### src/rtl/timer_irq_pkg.sv
package timer_irq_pkg;
  localparam int unsigned MSG_W  = 64;
  localparam int unsigned HALF_W = 32;

  typedef struct packed {
    logic [HALF_W-1:0] addr;
    logic [HALF_W-1:0] data;
  } msg_t;

  function automatic logic [31:0] low_inv_mask(input int unsigned lines,
                                               input int unsigned base);
    logic [31:0] m;
    m = '0;
    for (int unsigned l = 0; l < 32; l++) begin
      if (l < lines && l >= base) m[l] = 1'b1;
    end
    return m;
  endfunction
endpackage

### src/rtl/timer_irq_chan.sv
module timer_irq_chan (
  input  logic clk_i,
  input  logic rst_ni,
  input  logic expire_i,
  input  logic active_i,
  input  logic level_i,
  input  logic msg_en_i,
  input  logic clr_i,
  output logic sts_o,
  output logic line_req_o,
  output logic msg_req_o
);
  logic sts_q, pulse_q, fire;

  assign fire = expire_i & active_i;

  always_ff @(posedge clk_i or negedge rst_ni) begin
    if (!rst_ni) begin
      sts_q   <= 1'b0;
      pulse_q <= 1'b0;
    end else begin
      if (!active_i || msg_en_i)     sts_q <= 1'b0;
      else if (fire && level_i)      sts_q <= 1'b1;  // set beats clear
      else if (clr_i)                sts_q <= 1'b0;
      pulse_q <= fire & ~msg_en_i & ~level_i;
    end
  end

  assign sts_o      = sts_q;
  assign line_req_o = sts_q | pulse_q;
  assign msg_req_o  = fire & msg_en_i;
endmodule

### src/rtl/timer_irq_lines.sv
module timer_irq_lines #(
  parameter int unsigned NUM_CH    = 4,
  parameter int unsigned NUM_LINES = 32,
  parameter int unsigned ROUTE_W   = 5,
  parameter int unsigned LEG_A     = 0,
  parameter int unsigned LEG_B     = 8,
  parameter int unsigned INV_BASE  = 16
) (
  input  logic                        clk_i,
  input  logic                        rst_ni,
  input  logic [NUM_CH-1:0]           req_i,
  input  logic [NUM_CH*ROUTE_W-1:0]   route_i,
  input  logic                        legacy_i,
  input  logic                        pit_i,
  input  logic                        rtc_lvl_i,
  output logic [NUM_LINES-1:0]        irq_o
);
  import timer_irq_pkg::*;

  localparam logic [31:0] INV_FULL = low_inv_mask(NUM_LINES, INV_BASE);
  localparam logic [NUM_LINES-1:0] INV_MASK = INV_FULL[NUM_LINES-1:0];

  logic [NUM_LINES-1:0] hit, irq_q;
  logic [ROUTE_W-1:0]   dest [NUM_CH];

  for (genvar c = 0; c < NUM_CH; c++) begin : g_dest
    if (c == 0) begin : g_leg_a
      assign dest[c] = legacy_i ? ROUTE_W'(LEG_A) : route_i[c*ROUTE_W +: ROUTE_W];
    end else if (c == 1) begin : g_leg_b
      assign dest[c] = legacy_i ? ROUTE_W'(LEG_B) : route_i[c*ROUTE_W +: ROUTE_W];
    end else begin : g_plain
      assign dest[c] = route_i[c*ROUTE_W +: ROUTE_W];
    end
  end

  always_comb begin
    hit = '0;
    for (int unsigned c = 0; c < NUM_CH; c++) begin
      if (req_i[c] && (int'(dest[c]) < int'(NUM_LINES))) hit[dest[c]] = 1'b1;
    end
    if (!legacy_i) begin
      hit[LEG_A] = hit[LEG_A] | pit_i;
      hit[LEG_B] = hit[LEG_B] | rtc_lvl_i;
    end
  end

  always_ff @(posedge clk_i or negedge rst_ni) begin
    if (!rst_ni) irq_q <= INV_MASK;
    else         irq_q <= hit ^ INV_MASK;
  end

  assign irq_o = irq_q;
endmodule

### src/rtl/timer_irq_msgq.sv
module timer_irq_msgq #(
  parameter int unsigned NUM_CH = 4
) (
  input  logic                                  clk_i,
  input  logic                                  rst_ni,
  input  logic [NUM_CH-1:0]                     req_i,
  input  logic [NUM_CH*timer_irq_pkg::MSG_W-1:0] msg_i,
  input  logic                                  ready_i,
  output logic                                  valid_o,
  output timer_irq_pkg::msg_t                   msg_o
);
  import timer_irq_pkg::*;

  logic [NUM_CH-1:0] pend_q, grant;
  logic              load, valid_q;
  msg_t              sel, msg_q;

  always_comb begin
    grant = '0;
    sel   = '0;
    for (int c = NUM_CH - 1; c >= 0; c--) begin
      if (pend_q[c]) begin
        grant    = '0;
        grant[c] = 1'b1;
        sel      = msg_i[c*MSG_W +: MSG_W];
      end
    end
  end

  assign load = (|pend_q) && (!valid_q || ready_i);

  always_ff @(posedge clk_i or negedge rst_ni) begin
    if (!rst_ni) begin
      pend_q  <= '0;
      valid_q <= 1'b0;
      msg_q   <= '0;
    end else begin
      pend_q <= (pend_q & ~(load ? grant : '0)) | req_i;
      if (load) begin
        valid_q <= 1'b1;
        msg_q   <= sel;
      end else if (ready_i) begin
        valid_q <= 1'b0;
      end
    end
  end

  assign valid_o = valid_q;
  assign msg_o   = msg_q;
endmodule

### src/rtl/timer_irq_router.sv
module timer_irq_router #(
  parameter int unsigned NUM_CH    = 4,
  parameter int unsigned NUM_LINES = 32,
  parameter int unsigned LEG_A     = 0,
  parameter int unsigned LEG_B     = 8,
  parameter int unsigned INV_BASE  = 16,
  localparam int unsigned ROUTE_W  = $clog2(NUM_LINES),
  localparam int unsigned MSG_W    = timer_irq_pkg::MSG_W
) (
  input  logic                      clk_i,
  input  logic                      rst_ni,
  input  logic [NUM_CH-1:0]         expire_i,
  input  logic [NUM_CH-1:0]         ch_en_i,
  input  logic [NUM_CH-1:0]         ch_level_i,
  input  logic [NUM_CH-1:0]         ch_msg_en_i,
  input  logic [NUM_CH*ROUTE_W-1:0] ch_route_i,
  input  logic [NUM_CH*MSG_W-1:0]   ch_msg_i,
  input  logic                      glb_en_i,
  input  logic                      legacy_i,
  input  logic                      sts_wr_i,
  input  logic [NUM_CH-1:0]         sts_wdata_i,
  input  logic                      pit_i,
  input  logic                      rtc_i,
  input  logic                      msg_ready_i,
  output logic [NUM_LINES-1:0]      irq_o,
  output logic [NUM_CH-1:0]         sts_o,
  output logic                      msg_valid_o,
  output logic [31:0]               msg_addr_o,
  output logic [31:0]               msg_data_o,
  output logic                      pit_en_o
);
  import timer_irq_pkg::*;

  logic [NUM_CH-1:0] line_req, msg_req, clr;
  logic              rtc_q, pit_en_q;
  msg_t              msg;

  assign clr = sts_wr_i ? sts_wdata_i : '0;

  for (genvar c = 0; c < NUM_CH; c++) begin : g_ch
    timer_irq_chan u_chan (
      .clk_i      (clk_i),
      .rst_ni     (rst_ni),
      .expire_i   (expire_i[c]),
      .active_i   (ch_en_i[c] & glb_en_i),
      .level_i    (ch_level_i[c]),
      .msg_en_i   (ch_msg_en_i[c]),
      .clr_i      (clr[c]),
      .sts_o      (sts_o[c]),
      .line_req_o (line_req[c]),
      .msg_req_o  (msg_req[c])
    );
  end

  // clock level is recorded in every mode so exit from legacy restores it
  always_ff @(posedge clk_i or negedge rst_ni) begin
    if (!rst_ni) begin
      rtc_q    <= 1'b0;
      pit_en_q <= 1'b1;
    end else begin
      rtc_q    <= rtc_i;
      pit_en_q <= ~legacy_i;
    end
  end
  assign pit_en_o = pit_en_q;

  timer_irq_lines #(
    .NUM_CH    (NUM_CH),
    .NUM_LINES (NUM_LINES),
    .ROUTE_W   (ROUTE_W),
    .LEG_A     (LEG_A),
    .LEG_B     (LEG_B),
    .INV_BASE  (INV_BASE)
  ) u_lines (
    .clk_i     (clk_i),
    .rst_ni    (rst_ni),
    .req_i     (line_req),
    .route_i   (ch_route_i),
    .legacy_i  (legacy_i),
    .pit_i     (pit_i),
    .rtc_lvl_i (rtc_q),
    .irq_o     (irq_o)
  );

  timer_irq_msgq #(.NUM_CH(NUM_CH)) u_msgq (
    .clk_i   (clk_i),
    .rst_ni  (rst_ni),
    .req_i   (msg_req),
    .msg_i   (ch_msg_i),
    .ready_i (msg_ready_i),
    .valid_o (msg_valid_o),
    .msg_o   (msg)
  );

  assign msg_addr_o = msg.addr;
  assign msg_data_o = msg.data;
endmodule

### config.mk
export PLATFORM = sky130hd
export DESIGN_NAME = timer_irq_router
export DESIGN_NICKNAME = d
export VERILOG_FILES = /design/src/rtl/timer_irq_pkg.sv /design/src/rtl/timer_irq_chan.sv /design/src/rtl/timer_irq_lines.sv /design/src/rtl/timer_irq_msgq.sv /design/src/rtl/timer_irq_router.sv
export SDC_FILE = /design/constraint.sdc
export NUM_CORES = 1
export LEC_CHECK = 0
export BUFFER_PORTS_ARGS = -buffer_cell sky130_fd_sc_hd__buf_2
export CAP_MARGIN = 5
export CORE_AREA = 2 2 156 158
export DETAILED_ROUTE_END_ITERATION = 16
export DIE_AREA = 0 0 158 160
export REMOVE_ABC_BUFFERS = 1
export SLEW_MARGIN = 0
export SYNTH_ARGS = -nofsm -noshare
export SYNTH_HDL_FRONTEND = slang
export SYNTH_SLANG_ARGS = --single-unit
### constraint.sdc
create_clock -name clk_i -period 2.1 [get_ports clk_i]
set_input_delay 0 -clock clk_i [delete_from_list [all_inputs] [get_ports clk_i]]
set_output_delay 0 -clock clk_i [all_outputs]
set_load 0.1 [all_outputs]
==> metrics, run 1 <==
outcome finished, final reports clean; clk buf depth 2; worst-path fanout max 130; hold path depth 4; Syn Inst Count 776; routed wire length 28,880 µm; endpoints failing setup 0; cell taking the most area after synthesis dfrtp_1; Worst EP required 2.34 ns; worst setup margin 0.1203 ns; critical path type flip-flop to flip-flop; synth top area cells dfrtp_1, a221oi_1, a211o_1; Sinks on Clock Net 111; pre-CTS setup slack 0.1146 ns; drt drc 0; Placer Congestion 0.9331; Power Total 11.59 mW; Post-DP HPWL 20,390 µm; drt initial violations 768; total CTS buffers 9; synth unique cells 42; origin of the critical flop-to-flop path u_msgq.pend_q[1]$_DFF_PN0_; CP Capture Type flip-flop; CP startpoint kind flip-flop; Post-Syn Area 6725 µm²; wire length per cell 18.05 µm; fin crit period 1.980 ns; Clock transition at path regs 0.08 ns; port bufs 405; layout cells sized above 1 37.45%; final core occ 44.50%; RR Endpoint u_msgq.pend_q[2]$_DFF_PN0_; crit path DAT 2.22 ns; Area after DPL 9031 µm²; commonest cells in the netlist dfrtp_1, nand2_1, nor2_1; Area Overhead vs Synth 57.60%; Cell Rows 57; worst slew pin tran 0.7563 ns; pwr dens 1094 nW/µm²; hold path start ch_msg_i[74]; vias per cell 5.204; Final Hold Vio Count 0; Root Driver clkbuf_16; CTS tree done; Final #Nets 1,570; FILL cells 2,445; static leakage power 4.899 nW; Rel. slew slack 49.58%; Yosys reg bits 111; Synth top area share 34.98%; Synth Flop Type dfrtp_1; top achievable clock speed 505.1 MHz; Hold WC Path Type input port to flip-flop; largest net degree at the start of global routing 132; Ys Warns 0; Initial Util 28.23%; first-pass GRT wire length 42,920 µm; die area 25,280 µm²; Worst Skew 0.01001 ns; number of global-route vias before repair 8,101; grt total ovfl 0; core area 23,820 µm²; number of synthesized flops with an enable pin 0; Mean Syn Cell Area 8.666 µm²; Max-Cap Viols 0; antenna violations before repair 6; DIE WIDTH 158 µm; fin crit share 94.27%; post-route ant nets 0; # IOs 406; Hold EP u_msgq.msg_o[10]$_DFFE_PN0P_; RSZ-0062 raised after global routing false; Async SR Flop Fraction 100.0%; via count 8,326; die height 160 µm; max-slew violations 0; 1st-pass router iterations 6; final design area excluding fillers 10,600 µm²; post-synthesis sequential area ratio 41.62%; worst-skew pair later-pin latency 0.35 ns; post-CTS setup buffers 0; htree depth 3; total track usage 21.74%; Max VDD drop 0.0007168 V; reg2reg path depth 5; most frequent cell after synthesis dfrtp_1; internal reg-to-reg setup slack 0.12 ns
## flip-flops by register name (all words and copies together) (netlist names)
name / count
g_ch.u_chan.pulse_q: 4
rtc_q: 1
u_msgq.msg_o: 64
pit_en_o: 1
u_lines.irq_o: 32
u_msgq.valid_o: 1
g_ch.u_chan.sts_o: 4
u_msgq.pend_q: 4
## cell usage in the layout, fill, tap and decap left out, types with 11 or more instances in the layout
cell type,Yosys,layout
buf_2,23,404
dlygate4sd3_1,0,125
dfrtp_1,94,91
nand2_1,89,89
nor2_1,88,87
a221oi_1,78,78
inv_1,66,66
a211o_1,64,64
a31oi_1,64,64
nor3_1,19,19
o22ai_1,18,18
dfstp_2,17,17
buf_4,6,14
o21ai_0,11,11
a22oi_1,11,11
## stage by stage
| stage | hold WS [ns] | setup TNS, ns | std cells |
|---|---|---|---|
| after floorplan | -0.2956 | -302.71 | 705 |
| after global placement | 0.03452 | 0 | 1453 |
| after detailed placement | 0.03382 | 0 | 1453 |
| after CTS | 0.001429 | 0 | 1594 |
| after global routing | 0.02481 | 0 | 1599 |
| final | 0.01252 | 0 | 1600 |
## report_power, final
group	total (mW)	internal (mW)	switching (mW)	leakage (nW)
Clock	1.76	0.936	0.829	0.141
Sequential	3.01	2.70	0.308	1.33
Combinational	6.81	1.31	5.50	3.43
## cells by family (layout without fill, tap and decap cells)
group                  after synthesis  count (layout)  share of synthesized area [%]
buffers and inverters              137             631                          9.191
other                                0               5                              0
flip-flops                         111             111                          41.62
AND/OR/NAND/NOR                    255             256                          17.64
AO/OA/AOI/OAI                      273             273                          31.55
## repair_timing
action	in CTS	in global routing
hold buffers	125	0
setup endpoints to repair	0	32
hold endpoints to repair	185	0
gates resized for setup	0	1
## worst max-delay path by stage
stage,startpoint,to,slack (ns),cells after the start
after CTS,u_msgq.pend_q[0]$_DFF_PN0_,u_msgq.pend_q[2]$_DFF_PN0_,0.06,5
after global placement,u_msgq.pend_q[1]$_DFF_PN0_,u_msgq.msg_o[50]$_DFFE_PN0P_,0.17,6
after floorplan,u_msgq.pend_q[1]$_DFF_PN0_,u_msgq.msg_o[62]$_DFFE_PN0P_,-4.73,3
after global routing,u_msgq.pend_q[1]$_DFF_PN0_,u_msgq.pend_q[2]$_DFF_PN0_,0.006,5
after detailed placement,u_msgq.pend_q[1]$_DFF_PN0_,u_msgq.msg_o[39]$_DFFE_PN0P_,0.11,6
final,u_msgq.pend_q[1]$_DFF_PN0_,u_msgq.pend_q[2]$_DFF_PN0_,0.12,5
## critical path: stages (launching register included)
cell	delay, ns
dfrtp_4	0.49
buf_12	0.22
or3_4	0.44
nand2_1	0.09
o21ai_0	0.08
dlygate4sd3_1	0.55
## final cells by class
cell class	instances	area [µm²]	area share, %
antenna	5	12.51	0.1180
clock buffer	12	236.5	2.231
clock inverter	4	56.30	0.5312
inverter	66	247.7	2.337
multi-input combinational	529	3334	31.46
sequential	111	2808	26.49
tap	324	405.4	3.825
timing repair buffer	549	3498	33.01
## metal layers
metal  up-vias  share of wire, %  GRT usage, %
met4         2               4.8         12.08
met2       422                48         36.25
met3        86               6.9         4.071
met5         -             0.038             0
met1      3928                40         26.23
li1       3888                 -             -
(Power assumes the default switching activity.)
==> run 2, diff against run 1 <==
PLACE_DENSITY = 0.61   (was default)
==> run 2 against run 1 <==
Net effect: global-route usage grew 0.31 points; maximum frequency is 0.93% higher; sequential share of layout area is 0.16 points lower; count of clock-buffer cells in the layout is 1 higher; final area is 0.61% higher; worst hold slack worse by 0.0048 ns; sequential cell count stayed put; combinational power barely moved; critical endpoint unchanged; largest cell class unchanged; largest power group unchanged; highest routed layer unchanged.
==> metrics, run 2 (synthesized netlist as in run 1, its figures left out) <==
outcome finished, final reports clean (unchanged); RSZ-0062 raised after global routing false (unchanged); DIE WIDTH 158 µm (unchanged); worst slew pin tran 0.8055 ns (was 0.7563 ns); grt total ovfl 0 (unchanged); max-slew violations 0 (unchanged); Post-DP HPWL 21,140 µm (was 20,390 µm); critical path type flip-flop to flip-flop (unchanged); internal reg-to-reg setup slack 0.14 ns (was 0.12 ns); critical path cell sequence buf_6 -> or3_1 -> nand2_1 -> o21ai_0 -> dlygate4sd3_1 (was buf_12 -> or3_4 -> nand2_1 -> o21ai_0 -> dlygate4sd3_1); pre-CTS setup slack 0.2690 ns (was 0.1146 ns); pwr dens 1095 nW/µm² (was 1094 nW/µm²); endpoints failing setup 0 (unchanged); via count 8,247 (was 8,326); Max VDD drop 0.0006738 V (was 0.0007168 V); worst-path fanout max 49 (was 130); clk buf depth 2 (unchanged); post-route ant nets 0 (unchanged); fin crit period 1.961 ns (was 1.980 ns); Hold WC Path Type input port to flip-flop (unchanged); CP endpoint u_msgq.pend_q[2]$_DFF_PN0_ (unchanged); static leakage power 4.937 nW (was 4.899 nW); routed wire length 29,820 µm (was 28,880 µm); Clock transition at path regs 0.08 ns (about the same); combinational share of power 58.6% (was 58.8%); fin crit share 93.40% (was 94.27%); total CTS buffers 9 (unchanged); CP startpoint kind flip-flop (unchanged); final setup TNS 0 ns (unchanged); Final Hold Vio Count 0 (unchanged); Max-Cap Viols 0 (unchanged); vias per cell 5.151 (was 5.204); # IOs 406 (unchanged); worst-skew pair later-pin latency 0.36 ns (was 0.35 ns); switching portion of total power 56.94% (was 57.27%); die height 160 µm (unchanged); Area Overhead vs Synth 58.57% (was 57.60%); CTS tree done (unchanged); Worst Skew 0.01645 ns (was 0.01001 ns); drt drc 0 (unchanged); largest net degree at the start of global routing 83 (was 132); die area 25,280 µm² (unchanged); flip-flop count of the largest register after layout 64 (unchanged); first-pass GRT wire length 43,380 µm (was 42,920 µm); antenna violations before repair 9 (was 6); CP Capture Type flip-flop (unchanged); Initial Util 28.23% (unchanged); Final #Nets 1,571 (was 1,570); Sinks on Clock Net 111 (unchanged); commonest non-fill, non-tap cell in the layout buf_2 (unchanged); drt initial violations 648 (was 768); biggest cell delay along the critical path 0.55 ns (about the same); core area 23,820 µm² (unchanged); Root Driver clkbuf_16 (unchanged); layout cells sized above 1 37.58% (was 37.45%); crit path launch u_msgq.pend_q[0]$_DFF_PN0_ (was u_msgq.pend_q[1]$_DFF_PN0_); CP max-delay cell dlygate4sd3_1 (unchanged); Clk network pwr share 15.5% (was 15.2%); port bufs 405 (unchanged); worst setup margin 0.1386 ns (was 0.1203 ns); top achievable clock speed 509.8 MHz (was 505.1 MHz); Hold Worst Slack 0.007736 ns (was 0.01252 ns); htree depth 3 (unchanged); Sw Pwr 6.648 mW (was 6.638 mW); sequential power share 25.9% (was 26.0%); 1st-pass router iterations 5 (was 6); Placer Congestion 0.9320 (was 0.9331); number of global-route vias before repair 8,013 (was 8,101); Cell Rows 57 (unchanged); crit path DAT 2.20 ns (was 2.22 ns); wire length per cell 18.63 µm (was 18.05 µm); Rel. slew slack 46.30% (was 49.58%); commonest cells after routing, fill and taps aside buf_2, dlygate4sd3_1, dfrtp_1, nand2_1, nor2_1 (unchanged); RR Endpoint u_msgq.pend_q[2]$_DFF_PN0_ (unchanged); origin of the critical flop-to-flop path u_msgq.pend_q[0]$_DFF_PN0_ (was u_msgq.pend_q[1]$_DFF_PN0_); Worst EP required 2.34 ns (about the same); reg2reg path depth 5 (unchanged); total track usage 22.05% (was 21.74%); Pint 5.028 mW (was 4.954 mW)
run 2: changes by cell type in the layout (fill, tap and decap cells not counted), sizes merged:
| cell | previous run | this run |
|---|---|---|
| buf | 424 | 426 |
| clkbuf | 12 | 15 |
| clkinv | 3 | 1 |
| clkinvlp | 0 | 1 |
| dlygate4sd3 | 125 | 123 |
| nor2 | 91 | 90 |
run 2: power groups by stage:
stage	sequential, mW	combinational [mW]	clock [mW]
2_1_floorplan	7.21	1.01	0
3_3_place_gp	3.06	6.58	0
3_5_place_dp	3.06	6.62	0
4_1_cts	3.02	6.82	1.86
5_1_grt	3.10	7.10	1.94
6_report	3.03	6.84	1.80
run 2: critical path, delay by kind of cell, from the launching register on:
family          cells  cell delay, ns
compound gates      1            0.07
buf+inv             2            0.77
flops               1            0.50
simple gates        2            0.51
run 2: per-layer routing:
layer / wire length, µm / GRT usage, % / vias to the layer above
met4: 1121 / 10.36 / 6
met1: 12030 / 25.96 / 3928
met2: 14650 / 38.10 / 351
met3: 1984 / 4.586 / 69
met5: 38 / 0 / -
li1: - / - / 3893
run 2: area by class of cell:
cell class / count / area, µm²
fill: 2396 / 13160
timing repair buffer: 551 / 3563
multi-input combinational: 528 / 3323
sequential: 111 / 2808
tap: 324 / 405.4
clock buffer: 13 / 261.5
inverter: 66 / 247.7
clock inverter: 3 / 42.54
antenna: 5 / 12.51
run 2: how the worst min path moves through the flow:
stage | to | startpoint | depth (start not counted)
floorplan | g_ch[0].u_chan.pulse_q$_DFF_PN0_ | rst_ni | 0
global placement | u_lines.irq_o[13]$_DFF_PN0_ | rst_ni | 1
detailed placement | u_lines.irq_o[15]$_DFF_PN0_ | rst_ni | 1
CTS | u_msgq.msg_o[35]$_DFFE_PN0P_ | ch_msg_i[99] | 4
global route | u_msgq.msg_o[32]$_DFFE_PN0P_ | ch_msg_i[96] | 4
finish | u_msgq.msg_o[50]$_DFFE_PN0P_ | ch_msg_i[114] | 4
run 2: through the flow:
| step | util (%) | total power [mW] | instance area (µm²) | cells |
|---|---|---|---|---|
| after floorplan | - | 8.221 | 6355 | 705 |
| after global placement | 38.00 | 9.640 | 9051 | 1454 |
| after detailed placement | 38.00 | 9.685 | 9051 | 1454 |
| after CTS | 44.44 | 11.71 | 10590 | 1593 |
| after global routing | 44.77 | 12.14 | 10660 | 1601 |
| final | 44.77 | 11.68 | 10660 | 1601 |
run 2: what timing repair did:
item / CTS / global route
endpoints found under the setup margin: 0 / 3
endpoints found under the hold margin: 179 / 0
setup buffers: 0 / 1
resized for setup: 0 / 2
hold buffers: 123 / 0
==> run 3, diff against run 2 <==
==> constraint.sdc (replaced) <==
create_clock -name clk_i -period 2.1 [get_ports clk_i]
set_input_delay 0.315 -clock clk_i [delete_from_list [all_inputs] [get_ports clk_i]]
set_output_delay 0.315 -clock clk_i [all_outputs]
set_load 0.1 [all_outputs]
==> run 3 against run 2 <==
Net effect: critical path depth grew 1; power shrank 3.0%; worst hold slack gained 0.058 ns; utilization shrank 5.6 points.
==> metrics, run 3 (synthesized netlist as in run 1, its figures left out) <==
htree depth 3 (unchanged); # IOs 406 (unchanged); Worst Skew 0.009658 ns (was 0.01645 ns); vias per cell 5.218 (was 5.151); FILL cells 2,524 (was 2,396); final core occ 39.20% (was 44.77%); Hold WC Path Type input port to flip-flop (unchanged); 1st-pass router iterations 5 (unchanged); CP delay by family, top compound AO/OA/AOI/OAI gates (was buffers and inverters); endpoints failing setup 0 (unchanged); critical path cell sequence buf_4 -> nor2b_4 -> buf_12 -> a221oi_1 -> a211o_1 -> a31oi_1 (was buf_6 -> or3_1 -> nand2_1 -> o21ai_0 -> dlygate4sd3_1); fin crit period 1.895 ns (was 1.961 ns); core area 23,820 µm² (unchanged); outcome finished, final reports clean (unchanged); switching portion of total power 58.20% (was 56.94%); die area 25,280 µm² (unchanged); clk buf depth 2 (unchanged); crit path DAT 2.18 ns (was 2.20 ns); Cell Rows 57 (unchanged); worst setup margin 0.2049 ns (was 0.1386 ns); Rel. slew slack 55.69% (was 46.30%); post-route ant nets 0 (unchanged); Gates resized, CTS repair 0 (unchanged); pwr dens 1213 nW/µm² (was 1095 nW/µm²); crit path launch u_msgq.pend_q[2]$_DFF_PN0_ (was u_msgq.pend_q[0]$_DFF_PN0_); CP max-delay cell dfrtp_2 (was dlygate4sd3_1); fin crit share 90.24% (was 93.40%); die height 160 µm (unchanged); drt initial violations 672 (was 648); grt total ovfl 0 (unchanged); Initial Util 28.23% (unchanged); Root Driver clkbuf_16 (unchanged); max-slew violations 0 (unchanged); commonest cells after routing, fill and taps aside buf_2, dfrtp_1, nand2_1, nor2_1, a221oi_1 (was buf_2, dlygate4sd3_1, dfrtp_1, nand2_1, nor2_1); Area Overhead vs Synth 38.85% (was 58.57%); total track usage 20.90% (was 22.05%); worst slew pin tran 0.6631 ns (was 0.8055 ns); Pint 4.734 mW (was 5.028 mW); via count 7,692 (was 8,247); routed wire length 27,620 µm (was 29,820 µm); Sw Pwr 6.591 mW (was 6.648 mW); Max VDD drop 0.0007134 V (was 0.0006738 V); CTS tree done (unchanged); combinational share of power 58.2% (was 58.6%); CP startpoint kind flip-flop (unchanged); pre-CTS setup slack 0.1980 ns (was 0.2690 ns); critical path type flip-flop to flip-flop (unchanged); Final Hold Vio Count 0 (unchanged); static leakage power 4.356 nW (was 4.937 nW); antenna violations before repair 6 (was 9); first-pass GRT wire length 40,950 µm (was 43,380 µm); origin of the critical flop-to-flop path u_msgq.pend_q[2]$_DFF_PN0_ (was u_msgq.pend_q[0]$_DFF_PN0_); layout cells sized above 1 41.54% (was 37.58%); post-CTS setup buffers 0 (unchanged); Post-DP HPWL 20,800 µm (was 21,140 µm); hold path start rtc_i (was ch_msg_i[114]); Clock transition at path regs 0.08 ns (about the same); worst path buffer plus inverter count 2 (unchanged); sequential power share 26.7% (was 25.9%); # hold bufs at CTS 1 (was 123); Placer Congestion 0.9335 (was 0.9320); DIE WIDTH 158 µm (unchanged); Worst EP required 2.38 ns (was 2.34 ns); Max-Cap Viols 0 (unchanged); wire length per cell 18.74 µm (was 18.63 µm); Post-Layout Cell Count 1,474 (was 1,601); top achievable clock speed 527.7 MHz (was 509.8 MHz); port bufs 405 (unchanged); Final #Nets 1,445 (was 1,571); Sinks on Clock Net 111 (unchanged); worst-skew pair later-pin latency 0.36 ns (about the same); Clk network pwr share 15.0% (was 15.5%); flip-flop count of the largest register after layout 64 (unchanged); drt drc 0 (unchanged); biggest cell delay along the critical path 0.42 ns (was 0.55 ns); largest net degree at the start of global routing 132 (was 83); worst-path fanout max 64 (was 49); number of global-route vias before repair 7,338 (was 8,013); total CTS buffers 9 (unchanged); RSZ-0062 raised after global routing false (unchanged); DP Cell Count 1,453 (was 1,454); commonest non-fill, non-tap cell in the layout buf_2 (unchanged); CP Capture Type flip-flop (unchanged)
==> run 3: cell types whose count changed in the layout (fill, tap and decap cells not counted) <==
cell and delta:
clkbuf_1 -2, clkinv_4 +1, clkbuf_16 -3, buf_4 +1, diode_2 -1, inv_6 +1, bufinv_16 -1, buf_6 -2
buf_12 -1, clkbuf_8 +2, dlygate4sd3_1 -122
==> run 3: routing by layer <==
metal  GRT usage (%)  vias up  share of wire [%]
met4           7.985        6                3.1
li1                -     3648                  -
met1           25.65     3597                 39
met5               0        -               0.11
met2           35.65      391                 49
met3           4.532       50                8.5
==> run 3: final cells by class <==
cell class | instances | area (µm²) | share of cell area [%]
Clock buffer | 12 | 256.5 | 2.747
Clock inverter | 4 | 30.03 | 0.3216
Timing Repair Buffer | 425 | 2257 | 24.17
Inverter | 66 | 247.7 | 2.653
Tap cell | 324 | 405.4 | 4.341
Antenna cell | 4 | 10.01 | 0.1072
Sequential cell | 111 | 2808 | 30.07
Multi-Input combinational cell | 528 | 3323 | 35.59
==> run 3: power by group through the flow <==
stage / sequential (mW) / clock [mW] / combinational, mW
after detailed placement: 3.07 / 0 / 6.62
after CTS: 3.03 / 1.76 / 6.63
after global routing: 3.09 / 1.85 / 6.86
after floorplan: 7.21 / 0 / 1.01
final: 3.03 / 1.70 / 6.60
after global placement: 3.06 / 0 / 6.58
==> run 3: path summary, 6_finish.rpt <==
kind / to / slack [ns] / depth (start not counted)
max: u_msgq.msg_o[36]$_DFFE_PN0P_ / 0.20 / 6
min: rtc_q$_DFF_PN0_ / 0.07 / 1
max reg2reg: u_msgq.msg_o[36]$_DFFE_PN0P_ / 0.20 / 6
min reg2reg: u_msgq.msg_o[60]$_DFFE_PN0P_ / 0.55 / 2
max in group asynchronous: pit_en_o$_DFF_PN1_ / 1.01 / 3
min in group asynchronous: u_msgq.msg_o[55]$_DFFE_PN0P_ / 0.45 / 2
==> run 3: stage by stage <==
stage                     power, mW  TNS (ns)  hold WS, ns  cell area (µm²)
after detailed placement      9.683         0       0.2980             9031
after global routing          11.80         0      0.05499             9333
final                         11.33         0      0.06575             9338
after floorplan               8.221   -302.71      0.01941             6355
after CTS                     11.42         0      0.04638             9328
after global placement        9.642         0       0.2940             9031
